$ cat src/rtl/irq_route_ctl.sv
module irq_route_ctl #(
  parameter int NLINES = 24,
  parameter logic [7:0] UNIT_ID = 8'h0A,
  parameter logic [7:0] VERSION = 8'h11
) (
  input  logic              clk,
  input  logic              rst_n,
  input  logic              bus_we,
  input  logic [4:0]        bus_addr,
  input  logic [31:0]       bus_wdata,
  output logic [31:0]       bus_rdata,
  input  logic [NLINES-1:0] irq_in,
  input  logic              eoi_valid,
  input  logic [7:0]        eoi_vector,
  output logic              msg_valid,
  input  logic              msg_ready,
  output logic [7:0]        msg_vector,
  output logic [2:0]        msg_dlv,
  output logic              msg_dstm,
  output logic [7:0]        msg_dest
);

  localparam int LW = $clog2(NLINES);
  localparam int IDX_END = 16 + 2 * NLINES;

  logic [7:0] idx_q;
  logic [7:0] vec_q [NLINES];
  logic [2:0] dlv_q [NLINES];
  logic [7:0] dst_q [NLINES];
  logic [NLINES-1:0] dstm_q, pol_q, trig_q, mask_q, irr_q, pend_q;
  logic [NLINES-1:0] s1_q, s2_q, s3_q;

  logic [NLINES-1:0] act_now, act_prev, edge_hit, req;
  logic [LW-1:0] sel, ent_n;
  logic [7:0] off;
  logic take, ent_hit, win_wr;

  assign act_now  = s2_q ^ pol_q;
  assign act_prev = s3_q ^ pol_q;
  assign edge_hit = act_now & ~act_prev;
  assign req = ~mask_q & ((trig_q & act_now & ~irr_q) | (~trig_q & pend_q));
  assign take = (|req) && !msg_valid;

  assign off = idx_q - 8'd16;
  assign ent_n = off[LW:1];
  assign ent_hit = (idx_q >= 8'd16) && (32'(idx_q) < IDX_END);
  assign win_wr = bus_we && (bus_addr == 5'h10);

  logic unused_bits;
  assign unused_bits = ^{off[7:LW+1], off[0], bus_wdata[23:17], bus_wdata[14], bus_wdata[12]};

  always_comb begin
    sel = '0;
    for (int i = NLINES - 1; i >= 0; i--)
      if (req[i]) sel = LW'(i);
  end

  always_comb begin
    bus_rdata = '0;
    if (bus_addr == 5'h00)
      bus_rdata = {24'b0, idx_q};
    else if (bus_addr == 5'h10) begin
      if (idx_q == 8'd0)
        bus_rdata = {UNIT_ID, 24'b0};
      else if (idx_q == 8'd1)
        bus_rdata = {8'b0, 8'(NLINES - 1), 8'b0, VERSION};
      else if (ent_hit) begin
        if (idx_q[0])
          bus_rdata = {dst_q[ent_n], 24'b0};
        else
          bus_rdata = {15'b0, mask_q[ent_n], trig_q[ent_n], irr_q[ent_n], pol_q[ent_n],
                       1'b0, dstm_q[ent_n], dlv_q[ent_n], vec_q[ent_n]};
      end
    end
  end

  always_ff @(posedge clk or negedge rst_n) begin
    if (!rst_n) begin
      idx_q <= '0;
      s1_q <= '0;
      s2_q <= '0;
      s3_q <= '0;
      dstm_q <= '0;
      pol_q <= '0;
      trig_q <= '0;
      mask_q <= '1;
      irr_q <= '0;
      pend_q <= '0;
      for (int i = 0; i < NLINES; i++) begin
        vec_q[i] <= '0;
        dlv_q[i] <= '0;
        dst_q[i] <= '0;
      end
      msg_valid <= 1'b0;
      msg_vector <= '0;
      msg_dlv <= '0;
      msg_dstm <= 1'b0;
      msg_dest <= '0;
    end else begin
      s1_q <= irq_in;
      s2_q <= s1_q;
      s3_q <= s2_q;
      if (bus_we && bus_addr == 5'h00)
        idx_q <= bus_wdata[7:0];

      for (int i = 0; i < NLINES; i++) begin
        pend_q[i] <= ~mask_q[i] & ~trig_q[i] &
                     ((pend_q[i] & ~(take && sel == LW'(i))) | edge_hit[i]);
        if (take && sel == LW'(i) && trig_q[i])
          irr_q[i] <= 1'b1;
        else if (eoi_valid && eoi_vector == vec_q[i])
          irr_q[i] <= 1'b0;
      end

      if (win_wr && ent_hit) begin
        if (idx_q[0])
          dst_q[ent_n] <= bus_wdata[31:24];
        else begin
          vec_q[ent_n]  <= bus_wdata[7:0];
          dlv_q[ent_n]  <= bus_wdata[10:8];
          dstm_q[ent_n] <= bus_wdata[11];
          pol_q[ent_n]  <= bus_wdata[13];
          trig_q[ent_n] <= bus_wdata[15];
          mask_q[ent_n] <= bus_wdata[16];
          if (!bus_wdata[15])
            irr_q[ent_n] <= 1'b0;
        end
      end

      if (msg_valid && msg_ready)
        msg_valid <= 1'b0;
      else if (take) begin
        msg_valid <= 1'b1;
        msg_vector <= vec_q[sel];
        msg_dlv <= dlv_q[sel];
        msg_dstm <= dstm_q[sel];
        msg_dest <= dst_q[sel];
      end
    end
  end

endmodule


$ cat config.mk
export PLATFORM = sky130hd
export DESIGN_NAME = irq_route_ctl
export DESIGN_NICKNAME = d
export VERILOG_FILES = /design/src/rtl/irq_route_ctl.sv
export SDC_FILE = /design/constraint.sdc
export NUM_CORES = 2
export LEC_CHECK = 0
export BUFFER_PORTS_ARGS = -buffer_cell sky130_fd_sc_hd__clkbuf_2
export CAP_MARGIN = 20
export CORE_UTILIZATION = 50
export DETAILED_ROUTE_END_ITERATION = 12
export HOLD_SLACK_MARGIN = 0.08
export PLACE_DENSITY = 0.66
export SETUP_SLACK_MARGIN = 0.02
export SLEW_MARGIN = 20
export SYNTH_ARGS = -nofsm -noshare
export SYNTH_HDL_FRONTEND = slang
export SYNTH_SLANG_ARGS = --single-unit
export TNS_END_PERCENT = 5
$ cat constraint.sdc
create_clock -name clk -period 4.5 [get_ports clk]
set_input_delay 0.675 -clock clk [delete_from_list [all_inputs] [get_ports clk]]
set_output_delay 0.675 -clock clk [all_outputs]
set_load 0.01 [all_outputs]
After elaboration in Yosys (flattened, before gate mapping)

Cells that the tools add are included.

Flip-flop bits (word level): 701
Input port bits: 74
Output and inout port bits: 53
Logic and storage cells: 546

$add $sub $neg: 1
Order comparisons: 8
Equal/unequal tests: 49
Muxes and demuxes: 126
Bitwise operators: 186
Reduce and logical (&&, ||, !) cells: 89

Operators with widths:

| operator                                                               | number |
|---|---|
| 192-bit bitwise mux                                                    | 2 |
| 8-bit equality test                                                    | 24 |
| 32-bit two-way mux                                                     | 6 |
| 8-bit binary-select mux with 5-bit select                              | 4 |
| 24-bit bitwise AND                                                     | 6 |
| 5-bit two-way mux                                                      | 24 |
| 24-bit NOT                                                             | 5 |
| 24-bit bitwise mux                                                     | 4 |
| 1-bit logical AND                                                      | 80 |
| 1-bit NOT                                                              | 74 |
| 1-bit bitwise AND                                                      | 72 |
| 72-bit bitwise mux                                                     | 1 |
| 24-bit two-way mux                                                     | 3 |
| 8-bit two-way mux                                                      | 9 |
| 1-bit two-way mux                                                      | 57 |
| 24-bit bitwise XOR                                                     | 2 |
| 5-bit equality test (second input constant)                            | 9 |
| 8-bit demux with 5-bit select                                          | 1 |
| 5-bit by 4-bit equality test with 1-bit output (second input constant) | 8 |
| 1-bit binary-select mux with 5-bit select                              | 6 |
| 3-bit binary-select mux with 5-bit select                              | 2 |
| 1-bit OR                                                               | 24 |
| 24-bit OR                                                              | 1 |
| 24-bit OR reduction                                                    | 1 |
| other kinds (20)                                                       | 34 |

Depth between registers and ports, before layout

Depth in word-level cells: 37
Gate-level depth with buffers: 13

Worst setup path after synthesis

OpenSTA, ideal clock, no wires.

Kind: reg-to-output
From: register idx_q[4]
To: output bus_rdata[13]
Arrival time: 2.785 ns
Data required time: 3.825 ns
Slack: 1.040 ns
Cell stages (with the launch flop): 10
Path buffers: 3
Cell sequence: dfrtp_1 clkbuf_1 clkinv_1 clkbuf_1 ha_1 nor3_1 nand2b_1 or2_2 clkbuf_1 a2111oi_0

Longest elaborated chain between the ends: 9

RTL lines:

| element                                     | RTL line | source |
|---|---|---|
| from (decl)                                 | 26       | `logic [7:0] idx_q;` |
| from (signal assigned)                      | 104      | `idx_q <= bus_wdata[7:0];` |
| 6-bit by 5-bit subtractor with 6-bit output | 44       | `assign off = idx_q - 8'd16;` |
| 1-bit binary-select mux with 5-bit select   | 71       | `bus_rdata = {15'b0, mask_q[ent_n], trig_q[ent_n], irr_q[ent_n], pol_q[ent_n],` |
| 1-bit two-way mux (not written as such)     | 71       |  |
| 32-bit two-way mux                          | 68       | `if (idx_q[0])` |
| 32-bit two-way mux                          | 67       | `else if (ent_hit) begin` |
| 32-bit two-way mux                          | 65       | `else if (idx_q == 8'd1)` |
| 32-bit two-way mux (*)                      | 63       | `if (idx_q == 8'd0)` |
| 32-bit two-way mux (*)                      | 62       | `else if (bus_addr == 5'h10) begin` |
| 32-bit two-way mux (*)                      | 60       | `if (bus_addr == 5'h00)` |
| to (decl)                                   | 11       | `output logic [31:0] bus_rdata,` |

Mark *: on every way between the ends. The rest lies on a longest branch, timed or not. The select of a mux whose other input is x is not followed.

Worst setup path after layout

From: register idx_q[5]
To: output bus_rdata[3]

Longest elaborated chain between the ends: 11

RTL lines:

| element                                               | RTL line | source |
|---|---|---|
| 6-bit by 5-bit subtractor with 6-bit output           | 44       |  |
| 5-bit NOT with 6-bit output (not written as such)     | 72       | `1'b0, dstm_q[ent_n], dlv_q[ent_n], vec_q[ent_n]};` |
| 8-bit binary-select mux with 5-bit select             | 72       |  |
| 8-bit two-way mux (not written as such) (2 in series) | 72       |  |
| 32-bit two-way mux                                    | 68       |  |
| 32-bit two-way mux                                    | 67       |  |
| 32-bit two-way mux                                    | 65       |  |
| 32-bit two-way mux (*)                                | 63       |  |
| 32-bit two-way mux (*)                                | 62       |  |
| 32-bit two-way mux (*)                                | 60       |  |

Marks and branches as above.

==> flow_metrics.env <==
export IMPL_post_drt_via_cell_ratio=6.935
export IMPL_clkSlewWorstSetupHoldPaths_ps=60
export IMPL_place_port_buffers=112
export IMPL_worst_ir_drop_on_vdd_mv=0.3199
export IMPL_finalWorstPathRequiredPeriod_ps=4418
export IMPL_numCtsBuffers=79
export IMPL_drc=0
export IMPL_grt_start_max_net_pins=128
export IMPL_grt_antenna_before_repair=6
export IMPL_grt_pass1_vias=29911
export IMPL_slew_limit_headroom=0.2303
export IMPL_ff2ff_setup_slack_ps=230
export IMPL_critPathRequiredTime_ps=3830
export IMPL_syn_area_um2=37980
export IMPL_unrepaired_setup_endpoints_after_global_routing="yes"
export IMPL_fp_row_count=100
export IMPL_globalRouteTotalUtil=0.3567
export IMPL_finalWirelength_mm=137.3
export IMPL_crit_arrival_ps=3740
export IMPL_antenna_left=0
export IMPL_hold_worst_slack_ps=119.7
export IMPL_clock_tree_htree_level_count=3
export IMPL_post_cts_setup_buffers=0
export IMPL_dpl_hpwl_mm=92.68
export IMPL_final_min_period_over_clock_period=0.9818
export IMPL_synthFlopType="sky130_fd_sc_hd__dfrtp_1"
export IMPL_overflow=0
export IMPL_fillCellCount=6085
export IMPL_critPathKind="reg -> out"
export IMPL_power_density_cell_area_nw_per_um2=424.6
export IMPL_final_max_slew_violation_count=0
export IMPL_synth_edf_count=0
export IMPL_setup_viol_count_final=0
export IMPL_floorplan_die_height_um=277.6
export IMPL_synthesis_yosys_warnings=0
export IMPL_drive_gt1_frac=0.3690
export IMPL_register_bit_total_from_synthesis=701
export IMPL_worst_setup_path_startpoint="idx_q[5]"
export IMPL_static_leakage_nw=19.75
export IMPL_worst_hold_startpoint="irq_in[10]"
export IMPL_floorplan_die_width_um=277.6
export IMPL_first_pass_grt_wire_length_mm=202.8
export IMPL_setup_tns_final_ps=0
export IMPL_drt_first_iter_violations=3985
export IMPL_ios=127
export IMPL_top_fanout_value_on_the_critical_path=15
export IMPL_worst_r2r_startpoint="trig_q[10]"
export IMPL_timing_fmax_ghz=0.2263
export IMPL_fin_worst_skew_ps=28.99
export IMPL_wl_per_cell_um=31.93
export IMPL_clock_sink_count=701
export IMPL_clk_latency_ps=660
export IMPL_final_nets=3341
export IMPL_final_util=0.5799
export IMPL_cts_root_to_sink_buffers=3
export IMPL_timing_hold_violations_final=0
export IMPL_globalplace_congestion=1.022
export IMPL_timing_reg2reg_worst_path_depth=12
export IMPL_routed_via_count=29820
export IMPL_endpoint="bus_rdata[3]"
export IMPL_yosysSeqAreaShare=0.4627
export IMPL_startpoint_type="register"
export IMPL_ctsRootBufferMaster="sky130_fd_sc_hd__clkbuf_16"
export IMPL_min_path_type="in -> reg"
export IMPL_syn_instance_count=3133
export IMPL_postSynthAreaPerCell_um2=12.12
export IMPL_tritoncts_clock_tree="done"
export IMPL_initial_core_utilization=0.5076
export IMPL_area_growth_pct=14.24
export IMPL_timing_rr_end="msg_vector[7]"
export IMPL_core_area_um2=74820
export IMPL_dieArea_um2=77060
export IMPL_cap_violations=0
export IMPL_ys_types=81
export IMPL_outcome="finished, final reports clean"
export IMPL_drt_pre_antenna_iters=9
export IMPL_tightestPinTransition_ps=1125
export IMPL_ys_async_sr_fraction=1.000
export IMPL_crit_path_capture_type="output pin"
[critical path, cell delays in order, from the launching register on]
cell	delay, ps
sky130_fd_sc_hd__dfrtp_1	410
sky130_fd_sc_hd__inv_1	110
sky130_fd_sc_hd__ha_1	330
sky130_fd_sc_hd__buf_4	300
sky130_fd_sc_hd__inv_1	230
sky130_fd_sc_hd__nor2_1	850
sky130_fd_sc_hd__a221o_1	430
sky130_fd_sc_hd__o21ai_0	250
sky130_fd_sc_hd__clkbuf_2	200
[cells in the final DEF, fill, tap and decap left out, types with 80 or more instances in the layout]
cell type and instances:
sky130_fd_sc_hd__nand3_1 80, sky130_fd_sc_hd__clkbuf_16 83, sky130_fd_sc_hd__buf_4 152, sky130_fd_sc_hd__mux4_2 144
sky130_fd_sc_hd__nor2_1 126, sky130_fd_sc_hd__clkbuf_2 111, sky130_fd_sc_hd__nand2_1 212, sky130_fd_sc_hd__mux2_2 580
sky130_fd_sc_hd__xor2_1 190, sky130_fd_sc_hd__dfrtp_1 675, sky130_fd_sc_hd__mux2i_1 109, sky130_fd_sc_hd__a21oi_1 92
[cell usage after synthesis, types with 7 or more instances]
master	count	area, um2
sky130_fd_sc_hd__dfrtp_1	677	16940
sky130_fd_sc_hd__mux2_2	580	6531
sky130_fd_sc_hd__nand2_1	212	795.8
sky130_fd_sc_hd__xor2_1	190	1664
sky130_fd_sc_hd__nor2_1	148	555.5
sky130_fd_sc_hd__mux4_2	144	3243
sky130_fd_sc_hd__clkbuf_1	140	525.5
sky130_fd_sc_hd__mux2i_1	109	1091
sky130_fd_sc_hd__a21oi_1	94	470.5
sky130_fd_sc_hd__nand3_1	81	405.4
sky130_fd_sc_hd__nor3_1	70	350.3
sky130_fd_sc_hd__buf_2	54	270.3
sky130_fd_sc_hd__nor3b_1	46	345.3
sky130_fd_sc_hd__a211oi_1	41	307.8
sky130_fd_sc_hd__o22ai_1	41	256.5
sky130_fd_sc_hd__buf_1	36	135.1
sky130_fd_sc_hd__nor4_1	35	219.0
sky130_fd_sc_hd__o21ai_0	32	160.2
sky130_fd_sc_hd__nand4_1	29	181.4
sky130_fd_sc_hd__a221oi_1	27	236.5
sky130_fd_sc_hd__a22oi_1	27	202.7
sky130_fd_sc_hd__xnor2_1	26	227.7
sky130_fd_sc_hd__dfstp_2	24	630.6
sky130_fd_sc_hd__and2_1	23	143.9
sky130_fd_sc_hd__a32oi_1	22	192.7
sky130_fd_sc_hd__a31oi_1	21	131.4
sky130_fd_sc_hd__a2111oi_0	17	148.9
sky130_fd_sc_hd__a222oi_1	17	170.2
sky130_fd_sc_hd__a311oi_1	17	148.9
sky130_fd_sc_hd__a32o_1	12	120.1
sky130_fd_sc_hd__buf_4	12	90.09
sky130_fd_sc_hd__a21o_1	11	82.58
sky130_fd_sc_hd__a31o_1	7	61.31
[kinds of logic after synthesis]
family / count (synthesis) / synth area share
mux: 834 / 0.2865
flops: 701 / 0.4627
simple gates: 671 / 0.08424
compound gates: 455 / 0.08737
buf+inv: 250 / 0.02767
xor+xnor: 216 / 0.04981
fa+ha+maj: 5 / 0.001647
other cells: 1 / 0.00009874
[where the power goes]
| part | internal (mW) | switching [mW] |
|---|---|---|
| Combinational | 1.41 | 3.12 |
| Sequential | 6.48 | 0.240 |
| Clock | 4.42 | 2.75 |
| Total | 12.3 | 6.10 |
[state kept, by name, summed over array words and instances, names as in the netlist]
signal	flops
mask_q	24
irr_q	24
msg_valid	1
msg_dlv	3
idx_q	8
msg_dest	8
dstm_q	24
dst_q	192
dlv_q	72
msg_vector	8
s2_q	24
s3_q	24
pend_q	24
pol_q	24
s1_q	24
msg_dstm	1
trig_q	24
vec_q	192
[through the flow]
stage                     power (mW)  worst slack, ps  instance area, um2  cells
final                          18.42            81.99               43390   4300
after global placement         11.10            429.9               40480   4149
after floorplan                9.005             1040               37990   3137
after detailed placement       11.15            410.9               40480   4149
after global routing           18.85            27.68               43380   4298
after CTS                      18.29            145.7               43370   4297
[worst min path at each step]
stage                     endpoint  slack, ps  cells past startpoint
after floorplan            s2_q[0]        330                      0
after global placement     s2_q[0]        330                      0
after detailed placement  s2_q[21]        330                      0
after CTS                 s1_q[10]        110                      1
after global routing       s1_q[1]        100                      1
final                     s1_q[10]        120                      1
[repair_timing]
action | in CTS | in global routing
setup endpoints to repair | 0 | 2
gates resized for setup | 0 | 1
hold endpoints to repair | 30 | 0
hold buffers | 1 | 0
[layer usage]
layer,global-route usage,part of all wire,up-vias
met5,0,0.00078,-
li1,-,-,12007
met4,0.1534,0.047,4
met2,0.5137,0.43,2026
met1,0.4993,0.40,15352
met3,0.1065,0.12,431
[layout make-up]
type                       count  area [um2]  area share
tap                          969        1212     0.02794
multi-input combinational   2186       19530      0.4502
inverter                       8       32.53   0.0007498
sequential                   701       17580      0.4052
clock buffer                 112        2336     0.05384
timing repair buffer         286        2142     0.04937
clock inverter                35       546.8     0.01260
antenna                        3       7.507   0.0001730
Power figures use the tool's default switching activity.
